**config.mk**
```make
export PLATFORM = sky130hd
export DESIGN_NAME = ext_fetch_ctrl
export DESIGN_NICKNAME = d
export VERILOG_FILES = /design/src/rtl/fetch_pkg.sv /design/src/rtl/fetch_route.sv /design/src/rtl/int_rom.sv /design/src/rtl/ext_bus_seq.sv /design/src/rtl/ext_fetch_ctrl.sv
export SDC_FILE = /design/constraint.sdc
export NUM_CORES = 1
export LEC_CHECK = 0
export CAP_MARGIN = 0
export CORE_AREA = 2 2 76 78
export CTS_BUF_LIST = sky130_fd_sc_hd__clkbuf_16
export CTS_CLUSTER_SIZE = 24
export DETAILED_ROUTE_END_ITERATION = 6
export DIE_AREA = 0 0 78 80
export PLACE_DENSITY = 0.73
export SYNTH_ARGS = -nofsm -noshare
export SYNTH_HDL_FRONTEND = slang
export SYNTH_SLANG_ARGS = --single-unit
```
**constraint.sdc**
```tcl
create_clock -name clk -period 2.3 [get_ports clk]
set_clock_uncertainty 0.1 [all_clocks]
set_input_delay 0.46 -clock clk [delete_from_list [all_inputs] [get_ports clk]]
set_output_delay 0.46 -clock clk [all_outputs]
set_load 0.02 [all_outputs]
```
**src/rtl/fetch_pkg.sv**
```systemverilog
package fetch_pkg;

    localparam int ADDR_W_DEF   = 16;
    localparam int DATA_W_DEF   = 8;
    localparam int INT_AW_DEF   = 12;

    typedef enum logic [2:0] {
        ST_IDLE,
        ST_ADDR,
        ST_LATCH,
        ST_READ,
        ST_CAPTURE
    } bus_state_e;

    // content of the on-chip ROM, computed from its address
    function automatic logic [7:0] rom_pattern(input logic [11:0] a);
        return a[7:0] ^ {a[11:8], a[11:8]} ^ 8'h5A;
    endfunction

endpackage

```
**src/rtl/fetch_route.sv**
```systemverilog
module fetch_route #(
    parameter int ADDR_W = 16,
    parameter int INT_AW = 12,
    localparam int HI_W  = ADDR_W - INT_AW
) (
    input  logic [HI_W-1:0] addr_hi,
    input  logic            ea_strap,
    output logic            is_internal
);
    always_comb begin
        is_internal = ea_strap && (addr_hi == '0);
    end
endmodule

```
**src/rtl/int_rom.sv**
```systemverilog
module int_rom #(
    parameter int INT_AW = 12,
    parameter int DATA_W = 8
) (
    input  logic              clk,
    input  logic              rst,
    input  logic              rd_en,
    input  logic [INT_AW-1:0] rd_addr,
    output logic [DATA_W-1:0] rd_data,
    output logic              rd_valid
);
    import fetch_pkg::*;

    always_ff @(posedge clk) begin
        if (rst) begin
            rd_data  <= '0;
            rd_valid <= 1'b0;
        end else begin
            rd_valid <= rd_en;
            if (rd_en) begin
                rd_data <= DATA_W'(rom_pattern(12'(rd_addr)));
            end
        end
    end
endmodule

```
**src/rtl/ext_bus_seq.sv**
```systemverilog
module ext_bus_seq #(
    parameter int ADDR_W = 16,
    parameter int DATA_W = 8,
    localparam int HI_W  = ADDR_W - DATA_W
) (
    input  logic              clk,
    input  logic              rst,
    input  logic              start,
    input  logic [ADDR_W-1:0] addr,
    input  logic [DATA_W-1:0] bus_in,
    output logic              busy,
    output logic              ale,
    output logic              psen_n,
    output logic [DATA_W-1:0] bus_out,
    output logic              bus_oe,
    output logic [HI_W-1:0]   hi_out,
    output logic              done,
    output logic [DATA_W-1:0] data
);
    import fetch_pkg::*;

    bus_state_e        state;
    logic [ADDR_W-1:0] addr_q;

    always_ff @(posedge clk) begin
        if (rst) begin
            state  <= ST_IDLE;
            addr_q <= '0;
            done   <= 1'b0;
            data   <= '0;
        end else begin
            done <= 1'b0;
            unique case (state)
                ST_IDLE: begin
                    if (start) begin
                        addr_q <= addr;
                        state  <= ST_ADDR;
                    end
                end
                ST_ADDR:  state <= ST_LATCH;
                ST_LATCH: state <= ST_READ;
                ST_READ:  state <= ST_CAPTURE;
                ST_CAPTURE: begin
                    data  <= bus_in;
                    done  <= 1'b1;
                    state <= ST_IDLE;
                end
                default: state <= ST_IDLE;
            endcase
        end
    end

    always_comb begin
        busy    = (state != ST_IDLE);
        ale     = (state == ST_ADDR);
        bus_oe  = (state == ST_ADDR);
        bus_out = (state == ST_ADDR) ? addr_q[DATA_W-1:0] : '0;
        psen_n  = !((state == ST_READ) || (state == ST_CAPTURE));
        hi_out  = busy ? addr_q[ADDR_W-1:DATA_W] : '1;
    end
endmodule

```
**src/rtl/ext_fetch_ctrl.sv**
```systemverilog
module ext_fetch_ctrl #(
    parameter int ADDR_W = fetch_pkg::ADDR_W_DEF,
    parameter int DATA_W = fetch_pkg::DATA_W_DEF,
    parameter int INT_AW = fetch_pkg::INT_AW_DEF,
    localparam int HI_W  = ADDR_W - DATA_W
) (
    input  logic              clk,
    input  logic              rst,
    input  logic              fetch_req,
    input  logic [ADDR_W-1:0] fetch_addr,
    input  logic              ea_strap,
    output logic              fetch_ready,
    output logic              instr_valid,
    output logic [DATA_W-1:0] instr_data,
    output logic              ale,
    output logic              psen_n,
    output logic [DATA_W-1:0] p0_out,
    output logic              p0_oe,
    input  logic [DATA_W-1:0] p0_in,
    output logic [HI_W-1:0]   p2_out
);
    logic              is_internal;
    logic              accept;
    logic              int_go;
    logic              ext_go;
    logic              ext_busy;
    logic              ext_done;
    logic [DATA_W-1:0] ext_data;
    logic              int_valid;
    logic [DATA_W-1:0] int_data;

    fetch_route #(.ADDR_W(ADDR_W), .INT_AW(INT_AW)) u_route (
        .addr_hi     (fetch_addr[ADDR_W-1:INT_AW]),
        .ea_strap    (ea_strap),
        .is_internal (is_internal)
    );

    always_comb begin
        fetch_ready = !ext_busy;
        accept      = fetch_req && fetch_ready;
        int_go      = accept && is_internal;
        ext_go      = accept && !is_internal;
    end

    int_rom #(.INT_AW(INT_AW), .DATA_W(DATA_W)) u_rom (
        .clk      (clk),
        .rst      (rst),
        .rd_en    (int_go),
        .rd_addr  (fetch_addr[INT_AW-1:0]),
        .rd_data  (int_data),
        .rd_valid (int_valid)
    );

    ext_bus_seq #(.ADDR_W(ADDR_W), .DATA_W(DATA_W)) u_seq (
        .clk     (clk),
        .rst     (rst),
        .start   (ext_go),
        .addr    (fetch_addr),
        .bus_in  (p0_in),
        .busy    (ext_busy),
        .ale     (ale),
        .psen_n  (psen_n),
        .bus_out (p0_out),
        .bus_oe  (p0_oe),
        .hi_out  (p2_out),
        .done    (ext_done),
        .data    (ext_data)
    );

    always_comb begin
        instr_valid = int_valid || ext_done;
        instr_data  = ext_done ? ext_data : int_data;
    end
endmodule

```
; ---- Word-level counts from Yosys, hierarchy flattened
; Cells that the tools add are included.
[totals]
register_bits = 37
latch_bits = 0
ram_bits = 0
romBits = 0
in_bits = 28
output_inout_bits = 29
wordCells = 32
mem_count = 0
[classes]
n_addsub = 0
n_mul = 0
n_div = 0
magnitude_cmp = 0
eq_ne = 5
shifts = 0
mux = 6
bitwise_logic = 2
n_reduce_logical = 13
[ops]
columns = op, n
row1 = 8-bit 2-to-1 mux, 3
row2 = 3-bit case mux with 4 select lines, 1
row3 = 8-bit bitwise XOR, 1
row4 = "3-bit by 2-bit equality test with 1-bit output, second input constant", 2
row5 = 1-bit logical AND, 4
row6 = 4-bit logical NOT, 1
row7 = 4-bit inverter, 1
row8 = "3-bit by 1-bit equality test with 1-bit output, second input constant", 1
row9 = "3-bit equality test, second input constant", 1
row10 = 1-bit logical NOT, 3
row11 = 3-bit logical NOT, 1
row12 = 3-bit 2-to-1 mux, 1
row13 = 3-bit nonzero test, 1
row14 = 1-bit logical OR, 2
row15 = "2-bit != test, second input constant", 1
row16 = 2-bit AND reduction, 1
row17 = 1-bit 2-to-1 mux, 1

; ---- Depth between registers and ports, before layout
[logic_depth]
depth_word = 6
mapped_depth = 6

; ---- Modules after synthesis
; From an unflattened synthesis, not the netlist that was laid out.
[hier_totals]
cells_unflattened = 193
hier_area_um2 = 1939.4
[by_module_without_submodules]
columns = module, n_inst, cells_each, area_per_inst_um2, seq_area_each_um2
row1 = ext_bus_seq, 1, 141, 1395.1, 560.5
row2 = int_rom, 1, 37, 367.9, 180.2
row3 = ext_fetch_ctrl, 1, 13, 157.7, 0.0
row4 = fetch_route, 1, 2, 18.8, 0.0

; ---- Worst setup path before layout
; No wires, ideal clock.
[synth_timing]
path_kind = reg-to-output
from = reg u_seq.state[0]
to = out p0_out[0]
arrival_ns = 1.650
t_required_ns = 1.740
setup_slack_ns = 0.090
stages_incl_launch_ff = 4
n_path_buf = 1
cell_sequence = dfxtp_1 > buf_2 > nor3b_1 > and2_1
[synth_via]
elab_chain_len = 2
[synth_rtl]
columns = element, line
row1 = start: declaration, ext_bus_seq.sv:22  ; bus_state_e state;
row2 = start signal: assignment, ext_bus_seq.sv:27  ; state <= ST_IDLE;
row3 = start signal: assignment, ext_bus_seq.sv:37  ; state <= ST_ADDR;
row4 = start signal: assignment, ext_bus_seq.sv:40  ; ST_ADDR: state <= ST_LATCH;
row5 = 3-bit by 1-bit equality test with 1-bit output, -
row6 = net ale, ext_fetch_ctrl.sv:15  ; output logic ale,
row7 = 8-bit 2-to-1 mux, ext_bus_seq.sv:57  ; bus_out = (state == ST_ADDR) ? addr_q[DATA_W-1:0] : '0;
row8 = end: declaration, ext_fetch_ctrl.sv:17  ; output logic [DATA_W-1:0] p0_out,
; The timed path passes the listed nets, and every way through them passes these cells.

; ---- Worst setup path after layout
[layout_timing]
from = reg u_seq.done
to = out instr_data[3]
[layout_via]
elab_chain_len = 1
[layout_rtl]
columns = element, line
row1 = start: declaration, ext_bus_seq.sv:17  ; output logic done,
row2 = start signal: assignment, ext_bus_seq.sv:29  ; done <= 1'b0;
row3 = start signal: assignment, ext_bus_seq.sv:32  ; done <= 1'b0;
row4 = start signal: assignment, ext_bus_seq.sv:45  ; done <= 1'b1;
row5 = 8-bit 2-to-1 mux, ext_fetch_ctrl.sv:72  ; instr_data = ext_done ? ext_data : int_data;
row6 = end: declaration, ext_fetch_ctrl.sv:14  ; output logic [DATA_W-1:0] instr_data,
; No other way between the ends.

==> run metrics <==
status complete, no violations; Overflow after GRT 0; post-CTS setup buffers 0; DRT Wirelength about 4000 um; peak fanout along the critical path 9; max_cap viols 0; cell with the most instances after synthesis dfxtp_1; Final period util 0.950; WHS Path Cells 2; Mapped Cells 190; top routing layer used met4; Synth Flop Type dfxtp_1; hold_sp u_seq.addr_q[12]; Tot Pwr between 1.5 and 2 mW; first-pass GRT wire length between 6000 and 7000 um; post-synthesis cell type count 30; clk root buf clkbuf_16; Ports 57; Worst Path Required roughly 1.7 ns; Antenna Nets Post-Route 0; Die Area roughly 6200 um^2; Hold Buf Count CTS 0; EDFF count, synth 0; Skew-Pair Late Insertion Delay 0.27 ns; VDD IR max between 0.4 and 0.5 mV; sequential-to-total area share from yosys stat 0.400; Critical Path AT 1.63 ns; RSZ-0062 raised after global routing no; Die X between 70 and 80 um; wire per inst between 10 and 15 um; Fillers ~530; Ys Warns 0; hpwl dp about 2900 um; reg2reg end u_seq.addr_q[6]; R2R Setup Slk 0.44 ns; largest cells by area after synthesis dfxtp_1 40%, mux2i_1 11%, mux2_2 9.7%; CP startpoint kind flop; FP Rows 27; Hold WC Path Type reg2reg; Final Critical Period ~2.2 ns; DR DRC count 0; Num CTS Buffers 5; Area Growth Syn to Fin 43.7%; Initial DRC Count 41; vias in the first global route 1412; Setup-failing EPs final 0; Total GRT Usage 0.135; Worst R2R Path Depth 5; drt via density about 4.5; Reg clk slew, reported paths approximately 0.050 ns; hold-critical path endpoint u_seq.addr_q[12]; M1 WL 1800 um; Slew HR 0.570; core area 5410 um^2; top cells by instance count after synthesis 37 x dfxtp_1, 28 x nand2b_1, 20 x mux2i_1; biggest area consumer among synthesized cells dfxtp_1; TritonCTS clock tree yes; worst reg2reg startpoint u_seq.state[2]; WL met2 1940 um; DR WL met3 211 um; fmax roughly 460 MHz; largest net degree at the start of global routing 43; post-synthesis register bit count 37; setup TNS 0 ns; routed vias 1434; CTS Sinks 37; n_diodes 0; Longest Clk Path Bufs 2; mapped cell area 1850 um^2; Async SR Flop Fraction 0; syn nets approximately 220; Pins Over Slew Limit 0; CP endpoint kind output port; Port Buf Inserts 56; Power Density around 630 nW/um^2; initial core utilization 0.343; share of the synthesized area in the top cell type 0.400; GP Congestion 0.730; worst-margin pin slew 0.644 ns; Setup CP Type reg2out; Mean Syn Cell Area roughly 10 um^2; First-pass DRT Iterations 4; Layout Nets roughly 280; Final Hold Vio Count 0; antenna violations before repair 0; # H-tree levels 2; share of post-route cells with drive strength above 1 0.193; Die Span Y 80 um; Pleak around 1.1 nW
[what timing repair did]
action,CTS,global route
cloned,0,0
endpoints found under the setup margin,24,10
gates resized for setup,10,10
[metal layers]
| metal | GRT usage | vias up |
|---|---|---|
| met3 | 0.0396 | 2 |
| met1 | 0.169 | 659 |
| met2 | 0.228 | 35 |
| li1 | - | 738 |
| met4 | 0.0368 | 0 |
| met5 | 0 | - |
[registers in the layout, indices dropped and copies added, names as in the netlist]
register / cells
u_seq.addr_q: 16
u_seq.done: 1
u_seq.state: 3
u_rom.rd_valid: 1
u_seq.data: 8
u_rom.rd_data: 8
[critical path, cell delays in order, from the launching register on]
cell and delay, ns:
dfxtp_2 0.45, mux2_2 0.36, clkdlybuf4s50_1 0.54
[logic make-up (layout without fill, tap and decap cells)]
group                     after synthesis  count (layout)  share of synthesized area
DFF                                    37              37                      0.400
buffers and inverters                  16              75                     0.0466
and+or+nand+nor                        85              85                      0.272
AOI/OAI and AO/OA                       7               7                     0.0331
muxes                                  36              36                      0.205
xor gates and xnor gates                9               9                     0.0426
[how the worst max path moves through the flow]
stage | from | slack (ns) | end
after floorplan | u_seq.state[0] | 0.09 | p0_out[0]
after global placement | fetch_addr[15] | 0.04 | u_rom.rd_data[2]
after detailed placement | fetch_req | 0.01 | u_seq.addr_q[6]
after CTS | u_seq.state[1] | 0.0009 | p2_out[2]
after global routing | u_seq.done | 0.06 | instr_data[3]
final | u_seq.done | 0.11 | instr_data[3]
[power by group]
group | total, mW | internal (mW) | switching [mW]
clock network | 0.616 | 0.387 | 0.229
registers | 0.695 | 0.675 | 0.0200
logic | 0.375 | 0.199 | 0.176
total | 1.69 | 1.26 | 0.425
[metrics by stage]
stage / instance area [um^2] / setup slack, ns / hold WS, ns / util / std cells
final: 2660 / 0.114 / 0.366 / 0.492 / 321
after global routing: 2660 / 0.0629 / 0.386 / 0.492 / 321
after CTS: 2640 / 0.000865 / 0.370 / 0.488 / 321
after detailed placement: 2510 / 0.0104 / 0.361 / 0.465 / 314
after global placement: 2510 / 0.0404 / 0.353 / 0.465 / 314
after floorplan: 1850 / 0.0903 / 0.341 / - / 190
[area by class of cell]
cell class | count | area (um^2) | share of cell area
Sequential cell | 37 | 743 | 0.279
Multi-Input combinational cell | 137 | 1030 | 0.387
Tap cell | 72 | 90.1 | 0.0339
Clock inverter | 2 | 7.51 | 0.00282
Clock buffer | 5 | 125 | 0.0470
Inverter | 2 | 7.51 | 0.00282
Timing Repair Buffer | 66 | 658 | 0.247
[placed cells by master (no fill, tap or decap), types with 2 or more instances in the layout]
cell type / n
or2_2: 9
buf_4: 9
clkdlybuf4s50_1: 37
nor3_1: 3
mux2_2: 16
nand2b_1: 28
nor2b_1: 9
dlygate4sd2_1: 8
xor2_1: 4
dlymetal6s2s_1: 10
clkbuf_16: 5
xnor2_1: 5
dfxtp_2: 2
mux2i_1: 20
dfxtp_1: 35
nor3b_1: 2
nor2_1: 19
and2_1: 8
inv_1: 3
o32ai_1: 2
Power figures use the tool's default switching activity.
